==> src/rtl/xlat_pkg.sv <==
package xlat_pkg;
  typedef enum logic [1:0] {ACC_LOAD = 2'd0, ACC_STORE = 2'd1, ACC_FETCH = 2'd2, ACC_RSVD = 2'd3} acc_e;
  typedef enum logic [1:0] {MODE_DIRECT = 2'd0, MODE_WINDOW = 2'd1, MODE_LOOKUP = 2'd2, MODE_FAULT = 2'd3} mode_e;
  typedef enum logic [2:0] {
    RC_OK = 3'd0, RC_BADADDR = 3'd1, RC_MISS = 3'd2, RC_INVALID = 3'd3,
    RC_NODIRTY = 3'd4, RC_NOREAD = 3'd5, RC_NOEXEC = 3'd6, RC_PRIV = 3'd7
  } rc_e;

  localparam logic [5:0] EC_NONE     = 6'd0;
  localparam logic [5:0] EC_INV_LD   = 6'd1;
  localparam logic [5:0] EC_INV_ST   = 6'd2;
  localparam logic [5:0] EC_INV_IF   = 6'd3;
  localparam logic [5:0] EC_MODIFY   = 6'd4;
  localparam logic [5:0] EC_NOREAD   = 6'd5;
  localparam logic [5:0] EC_NOEXEC   = 6'd6;
  localparam logic [5:0] EC_PRIV     = 6'd7;
  localparam logic [5:0] EC_ADDR_IF  = 6'd8;
  localparam logic [5:0] EC_ADDR_MEM = 6'd9;

  localparam int EN_BIT_KERN = 0;
  localparam int EN_BIT_USER = 3;
endpackage

==> src/rtl/xlat_win_match.sv <==
module xlat_win_match
  import xlat_pkg::*;
#(
  parameter int AW    = 64,
  parameter int VA_W  = 48,
  parameter int NWIN  = 4,
  localparam int TW    = AW - VA_W,
  localparam int IDX_W = (NWIN > 1) ? $clog2(NWIN) : 1
) (
  input  logic [TW-1:0]      va_top_i,
  input  logic [1:0]         plv_i,
  input  logic [NWIN*AW-1:0] win_i,
  output logic               hit_o,
  output logic [IDX_W-1:0]   idx_o
);
  logic [NWIN-1:0] cand;

  for (genvar g = 0; g < NWIN; g++) begin : g_win
    logic [AW-1:0] w;
    logic          en;
    logic          unused_fields;
    assign w  = win_i[g*AW +: AW];
    assign en = ((plv_i == 2'd0) && w[EN_BIT_KERN]) || ((plv_i == 2'd3) && w[EN_BIT_USER]);
    assign cand[g] = en && (w[AW-1:VA_W] == va_top_i);
    assign unused_fields = ^w[VA_W-1:0];
  end

  always_comb begin
    hit_o = |cand;
    idx_o = '0;
    for (int i = NWIN - 1; i >= 0; i--) begin
      if (cand[i]) idx_o = i[IDX_W-1:0];
    end
  end
endmodule

==> src/rtl/xlat_canon.sv <==
module xlat_canon #(
  parameter int XW = 16
) (
  input  logic [XW-1:0] ext_i,
  output logic          ok_o
);
  assign ok_o = (&ext_i) || (~|ext_i);
endmodule

==> src/rtl/xlat_exc_map.sv <==
module xlat_exc_map
  import xlat_pkg::*;
(
  input  rc_e        rc_i,
  input  acc_e       acc_i,
  output logic       fault_o,
  output logic       refill_o,
  output logic [5:0] code_o
);
  always_comb begin
    fault_o  = (rc_i != RC_OK);
    refill_o = (rc_i == RC_MISS);
    code_o   = EC_NONE;
    case (rc_i)
      RC_MISS, RC_INVALID: begin
        case (acc_i)
          ACC_STORE: code_o = EC_INV_ST;
          ACC_FETCH: code_o = EC_INV_IF;
          default:   code_o = EC_INV_LD;
        endcase
      end
      RC_NODIRTY: code_o = EC_MODIFY;
      RC_NOREAD:  code_o = EC_NOREAD;
      RC_NOEXEC:  code_o = EC_NOEXEC;
      RC_PRIV:    code_o = EC_PRIV;
      RC_BADADDR: code_o = (acc_i == ACC_FETCH) ? EC_ADDR_IF : EC_ADDR_MEM;
      default:    code_o = EC_NONE;
    endcase
  end
endmodule

==> src/rtl/xlat_front.sv <==
module xlat_front
  import xlat_pkg::*;
#(
  parameter int AW      = 64,
  parameter int VA_W    = 48,
  parameter int PA_W    = 48,
  parameter int NWIN    = 4,
  parameter int VPPN_LO = 13,
  localparam int IDX_W  = (NWIN > 1) ? $clog2(NWIN) : 1,
  localparam int VPPN_W = VA_W - VPPN_LO,
  localparam int XW     = AW - VA_W
) (
  input  logic               clk_i,
  input  logic               rst_ni,
  input  logic               req_valid_i,
  input  logic [AW-1:0]      va_i,
  input  logic [1:0]         acc_i,
  input  logic [1:0]         plv_i,
  input  logic               da_i,
  input  logic               pg_i,
  input  logic [NWIN*AW-1:0] win_cfg_i,
  input  logic               dbg_i,
  input  logic               rsp_valid_i,
  input  logic [2:0]         rsp_code_i,
  output logic               res_valid_o,
  output logic [1:0]         mode_o,
  output logic [PA_W-1:0]    pa_o,
  output logic [2:0]         perm_o,
  output logic [IDX_W-1:0]   win_idx_o,
  output logic               lookup_o,
  output logic [AW-1:0]      lookup_va_o,
  output logic               exc_valid_o,
  output logic [5:0]         exc_code_o,
  output logic               refill_o,
  output logic               rbadv_we_o,
  output logic [AW-1:0]      rbadv_o,
  output logic               rehi_we_o,
  output logic [VPPN_W-1:0]  rehi_vppn_o,
  output logic               badv_we_o,
  output logic [AW-1:0]      badv_o
);
  logic             win_hit, canon_ok, direct;
  logic [IDX_W-1:0] win_idx;
  mode_e            mode_n;
  logic             req_fault, take, map_fault, map_refill, exc_n;
  rc_e              map_rc;
  acc_e             map_acc;
  logic [AW-1:0]    map_va;
  logic [5:0]       map_code;
  logic [1:0]       pend_acc;

  xlat_win_match #(.AW(AW), .VA_W(VA_W), .NWIN(NWIN)) u_win (
    .va_top_i (va_i[AW-1:VA_W]),
    .plv_i    (plv_i),
    .win_i    (win_cfg_i),
    .hit_o    (win_hit),
    .idx_o    (win_idx)
  );

  xlat_canon #(.XW(XW)) u_canon (
    .ext_i (va_i[AW-1:VA_W]),
    .ok_o  (canon_ok)
  );

  assign direct = da_i && !pg_i;

  always_comb begin
    if (direct)        mode_n = MODE_DIRECT;
    else if (win_hit)  mode_n = MODE_WINDOW;
    else if (canon_ok) mode_n = MODE_LOOKUP;
    else               mode_n = MODE_FAULT;
  end

  // a request's address error takes the single mapper ahead of a response
  assign req_fault = req_valid_i && (mode_n == MODE_FAULT);
  assign map_rc    = req_fault ? RC_BADADDR : rc_e'(rsp_code_i);
  assign map_acc   = req_fault ? acc_e'(acc_i) : acc_e'(pend_acc);
  assign map_va    = req_fault ? va_i : lookup_va_o;
  assign take      = req_fault || rsp_valid_i;

  xlat_exc_map u_map (
    .rc_i     (map_rc),
    .acc_i    (map_acc),
    .fault_o  (map_fault),
    .refill_o (map_refill),
    .code_o   (map_code)
  );

  assign exc_n = take && map_fault;

  always_ff @(posedge clk_i or negedge rst_ni) begin
    if (!rst_ni) begin
      res_valid_o <= 1'b0;
      mode_o      <= MODE_DIRECT;
      pa_o        <= '0;
      perm_o      <= '0;
      win_idx_o   <= '0;
      lookup_o    <= 1'b0;
      lookup_va_o <= '0;
      pend_acc    <= '0;
      exc_valid_o <= 1'b0;
      exc_code_o  <= EC_NONE;
      refill_o    <= 1'b0;
      rbadv_we_o  <= 1'b0;
      rbadv_o     <= '0;
      rehi_we_o   <= 1'b0;
      rehi_vppn_o <= '0;
      badv_we_o   <= 1'b0;
      badv_o      <= '0;
    end else begin
      res_valid_o <= req_valid_i;
      lookup_o    <= req_valid_i && (mode_n == MODE_LOOKUP);
      if (req_valid_i) begin
        mode_o    <= mode_n;
        pa_o      <= va_i[PA_W-1:0];
        perm_o    <= (mode_n == MODE_DIRECT || mode_n == MODE_WINDOW) ? 3'b111 : 3'b000;
        win_idx_o <= win_idx;
        if (mode_n == MODE_LOOKUP) begin
          lookup_va_o <= va_i;
          pend_acc    <= acc_i;
        end
      end
      exc_valid_o <= exc_n;
      refill_o    <= exc_n && map_refill;
      rbadv_we_o  <= exc_n && map_refill;
      rehi_we_o   <= exc_n && map_refill;
      badv_we_o   <= exc_n && !map_refill && !dbg_i;
      if (exc_n) begin
        exc_code_o  <= map_code;
        rbadv_o     <= map_va;
        rehi_vppn_o <= map_va[VA_W-1:VPPN_LO];
        badv_o      <= map_va;
      end
    end
  end

  AST_DIRECT_PA: assert property (@(posedge clk_i) disable iff (!rst_ni)
    (res_valid_o && mode_o == MODE_DIRECT) |-> (pa_o == $past(va_i[PA_W-1:0]) && perm_o == 3'b111));
  AST_LOOKUP_ISSUE: assert property (@(posedge clk_i) disable iff (!rst_ni)
    lookup_o |-> (res_valid_o && mode_o == MODE_LOOKUP && lookup_va_o == $past(va_i)));
  AST_FAULT_RAISES: assert property (@(posedge clk_i) disable iff (!rst_ni)
    (res_valid_o && mode_o == MODE_FAULT) |-> (exc_valid_o && (exc_code_o == EC_ADDR_IF || exc_code_o == EC_ADDR_MEM)));
  AST_EXC_CAUSE: assert property (@(posedge clk_i) disable iff (!rst_ni)
    exc_valid_o |-> ($past(req_valid_i) || $past(rsp_valid_i)));
  AST_REFILL_REGS: assert property (@(posedge clk_i) disable iff (!rst_ni)
    refill_o |-> (rbadv_we_o && rehi_we_o && !badv_we_o &&
                  (exc_code_o == EC_INV_LD || exc_code_o == EC_INV_ST || exc_code_o == EC_INV_IF)));
  AST_BADV_GATE: assert property (@(posedge clk_i) disable iff (!rst_ni)
    badv_we_o |-> (exc_valid_o && !refill_o && !$past(dbg_i)));
  AST_STROBES_NEED_EXC: assert property (@(posedge clk_i) disable iff (!rst_ni)
    (rbadv_we_o || badv_we_o) |-> exc_valid_o);
endmodule

==> config.mk <==
export PLATFORM = sky130hd
export DESIGN_NAME = xlat_front
export DESIGN_NICKNAME = d
export VERILOG_FILES = /design/src/rtl/xlat_pkg.sv /design/src/rtl/xlat_win_match.sv /design/src/rtl/xlat_canon.sv /design/src/rtl/xlat_exc_map.sv /design/src/rtl/xlat_front.sv
export SDC_FILE = /design/constraint.sdc
export NUM_CORES = 1
export LEC_CHECK = 0
export BUFFER_PORTS_ARGS = -buffer_cell sky130_fd_sc_hd__buf_2
export CAP_MARGIN = 20
export CELL_PAD_IN_SITES_DETAIL_PLACEMENT = 0
export CELL_PAD_IN_SITES_GLOBAL_PLACEMENT = 1
export CORE_AREA = 8 8 239 241
export CTS_CLUSTER_SIZE = 8
export DETAILED_ROUTE_END_ITERATION = 16
export DIE_AREA = 0 0 247 249
export GPL_ROUTABILITY_DRIVEN = 1
export PLACE_DENSITY_LB_ADDON = 0.1
export SETUP_SLACK_MARGIN = 0.3
export SLEW_MARGIN = 20
export SYNTH_ARGS = -nofsm -noshare
export SYNTH_HDL_FRONTEND = slang
export SYNTH_SLANG_ARGS = --single-unit
==> constraint.sdc <==
create_clock -name clk_i -period 1.6 [get_ports clk_i]
set_clock_uncertainty 0.15 [all_clocks]
set_input_delay 0.24 -clock clk_i [delete_from_list [all_inputs] [get_ports clk_i]]
set_output_delay 0.24 -clock clk_i [all_outputs]
set_load 0.02 [all_outputs]
==> results.sh <==
export IMPL_whs_ps=31.0
export IMPL_setup_ws_ps=-884
export IMPL_first_pass_iters=4
export IMPL_port_buffers=442
export IMPL_htreeDepth=4
export IMPL_rows=85
export IMPL_place_area_um2=12500
export IMPL_yosysUniqueCellTypes=39
export IMPL_worst_path_max_fanout=5
export IMPL_hold_violations=0
export IMPL_drt_first_iter_violations=319
export IMPL_mostFrequentLayoutCell="buf_2"
export IMPL_synth_top_area_cell="dfrtp_1"
export IMPL_core_area_um2=53300
export IMPL_ios=629
export IMPL_grtUsageTotal=0.142
export IMPL_clk_latency_ps=490
export IMPL_clk_pin_slew_ps=70
export IMPL_r2r_setup_slack_ps=-110
export IMPL_grt_pass1_wl_um=64400
export IMPL_fp_dieH_um=249
export IMPL_die_area_um2=61500
export IMPL_antenna_found_initial=2
export IMPL_setup_worst_path_class="input pin to flip-flop"
export IMPL_final_nets=1678
export IMPL_rsz0062_at_grt="true"
export IMPL_via_count=8202
export IMPL_post_route_drc_count=0
export IMPL_peakVddDrop_v=0.000764
export IMPL_synth_area_top_cells="dfrtp_1, mux2_2, buf_4"
export IMPL_stdcell_area_um2=16200
export IMPL_cp_data_arrival_time_ps=2700
export IMPL_pre_cts_ws_ps=-1650
export IMPL_grt_max_degree=65
export IMPL_ys_flop_type="dfrtp_1"
export IMPL_ys_seq_area_frac=0.491
export IMPL_slew_headroom=0.336
export IMPL_required_ps=1820
export IMPL_place_hpwl_um=30000
export IMPL_overflow=0
export IMPL_violations="negative setup slack"
export IMPL_synth_cells=822
export IMPL_powerDensity_nw_per_um2=831
export IMPL_gp_congestion=0.744
export IMPL_cts_sinks=192
export IMPL_fin_crit_ps=2480
export IMPL_min_path_type="input pin to flip-flop"
export IMPL_outcome="complete, but fails checks"
export IMPL_worstMarginPinSlew_ps=996
export IMPL_grt_pass1_vias=9047
export IMPL_cts_root_buf="clkbuf_16"
export IMPL_finalCritPeriodShare=1.55
export IMPL_area_growth_pct=65.4
export IMPL_cts_tree="yes"
export IMPL_synth_avg_cell_area_um2=11.9
export IMPL_finalWirelength_um=44700
export IMPL_leakagePower_uw=0.00776
export IMPL_mostFrequentLayoutCells="buf_2, buf_6, dfrtp_1"
export IMPL_drive_gt1_frac=0.620
export IMPL_synth_warnings=0
export IMPL_initial_core_util=0.184
export IMPL_synth_edf_count=0
export IMPL_worstSetupEndpointType="flip-flop"
export IMPL_ys_seq_elements=192
export IMPL_cp_start_kind="input pin"
export IMPL_cap_violations=0
export IMPL_synth_area_um2=9790
export IMPL_setup_viol=143
export IMPL_cts_buffers=17
export IMPL_viasPerCell=4.00
export IMPL_final_max_slew_violation_count=0
export IMPL_max_clock_freq_mhz=403
export IMPL_fin_cells=2048
export IMPL_synth_top_area_share=0.491
export IMPL_die_width_um=247
export IMPL_dp_cells=1872
export IMPL_clk_path_buf_depth=2
export IMPL_wl_per_cell_um=21.8
export IMPL_ant_nets=0
export IMPL_synthArstFlopShare=1.00
==> power breakdown <==
group          switching (µW)  leakage (µW)  internal (µW)  total [µW]
Sequential                349       0.00238           5200        5540
Clock                    2090      0.000259           2160        4250
Combinational            1950       0.00512           1710        3660
Total                    4390       0.00776           9070       13500
==> logic make-up (layout without fill, tap and decap cells) <==
logic type      after synthesis  count (layout)  synth area share
fa+ha+maj                     2               2           0.00256
simple gates                119             119            0.0685
compound gates               87              87            0.0479
mux                         183             183             0.217
flops                       192             192             0.491
xor+xnor                     64              64            0.0573
buf+inv                     174             702             0.115
other cells                   1               3          0.000383
==> worst max-delay path: stages <==
cell,delay [ps]
buf_2,130
xor2_1,150
nor4_2,390
nand4_1,300
nand4b_4,210
or2_4,170
mux2i_1,200
ha_2,210
nor2b_1,50
or4b_4,500
o2111ai_2,70
mux2i_1,90
==> what timing repair did <==
item,4_1_cts,5_1_grt
gates cloned,12,3
resized for setup,380,94
hold buffers,57,0
hold endpoints to repair,344,0
setup endpoints to repair,436,467
pin swaps,24,7
buffers inserted,64,11
==> Yosys cell counts (2+ instances only) <==
cell type	instances
nand4_1	11
mux2i_1	67
a22oi_1	4
dfrtp_1	192
nand4b_1	2
nor3_1	65
a21oi_1	66
ha_1	2
clkbuf_1	22
xor2_1	48
mux2_2	76
nand2_1	6
and4_1	2
nor2_1	6
nor4_1	17
inv_1	7
buf_6	5
o21ai_0	8
xnor2_1	16
buf_2	33
a21boi_0	2
o211ai_1	2
buf_1	2
nor3_2	2
nor2b_1	2
buf_4	105
mux2_4	40
==> registers in the layout, summed over array words and instances, names as in the netlist <==
register     cells
lookup_va_o     64
lookup_o         1
mode_o           2
pa_o            48
res_valid_o      1
rehi_we_o        1
exc_valid_o      1
rehi_vppn_o     34
pend_acc         2
win_idx_o        2
badv_o          30
badv_we_o        1
perm_o           1
exc_code_o       4
==> cell type report <==
| class | instances | area [µm²] |
|---|---|---|
| Fill cell | 5500 | 37100 |
| Timing Repair Buffer | 667 | 5790 |
| Sequential cell | 192 | 4850 |
| Multi-Input combinational cell | 457 | 4110 |
| Tap cell | 696 | 871 |
| Clock buffer | 20 | 447 |
| Clock inverter | 8 | 82.6 |
| Inverter | 7 | 26.3 |
| Antenna cell | 1 | 2.50 |
==> through the flow <==
step                TNS [ps]  utilization  power [µW]
global placement     -198220        0.235        8520
global route          -93940        0.304       14100
detailed placement   -195070        0.235        8500
floorplan             -61490            -        7460
finish                -88960        0.304       13500
CTS                   -57130        0.295       13600
==> per-layer routing <==
metal | part of all wire | vias to the layer above | GRT usage
met3 | 0.054 | 27 | 0.0387
li1 | - | 3813 | -
met4 | 0.012 | 2 | 0.0370
met5 | 0.00029 | - | 0
met1 | 0.45 | 4132 | 0.187
met2 | 0.48 | 228 | 0.229
==> worst paths after layout <==
kind / start / endpoint / cells after the start
setup / recovery: win_cfg_i[63] / exc_code_o[0]$_DFFE_PN0P_ / 12
hold / removal: va_i[51] / badv_o[51]$_DFFE_PN0P_ / 4
setup reg to reg: pend_acc[1]$_DFFE_PN0P_ / exc_code_o[0]$_DFFE_PN0P_ / 6
hold reg to reg: pa_o[14]$_DFFE_PN0P_ / pa_o[14]$_DFFE_PN0P_ / 1
max in group asynchronous: rst_ni / badv_o[55]$_DFFE_PN0P_ / 3
min in group asynchronous: rst_ni / rehi_vppn_o[28]$_DFFE_PN0P_ / 2
(Power assumes the default switching activity.)
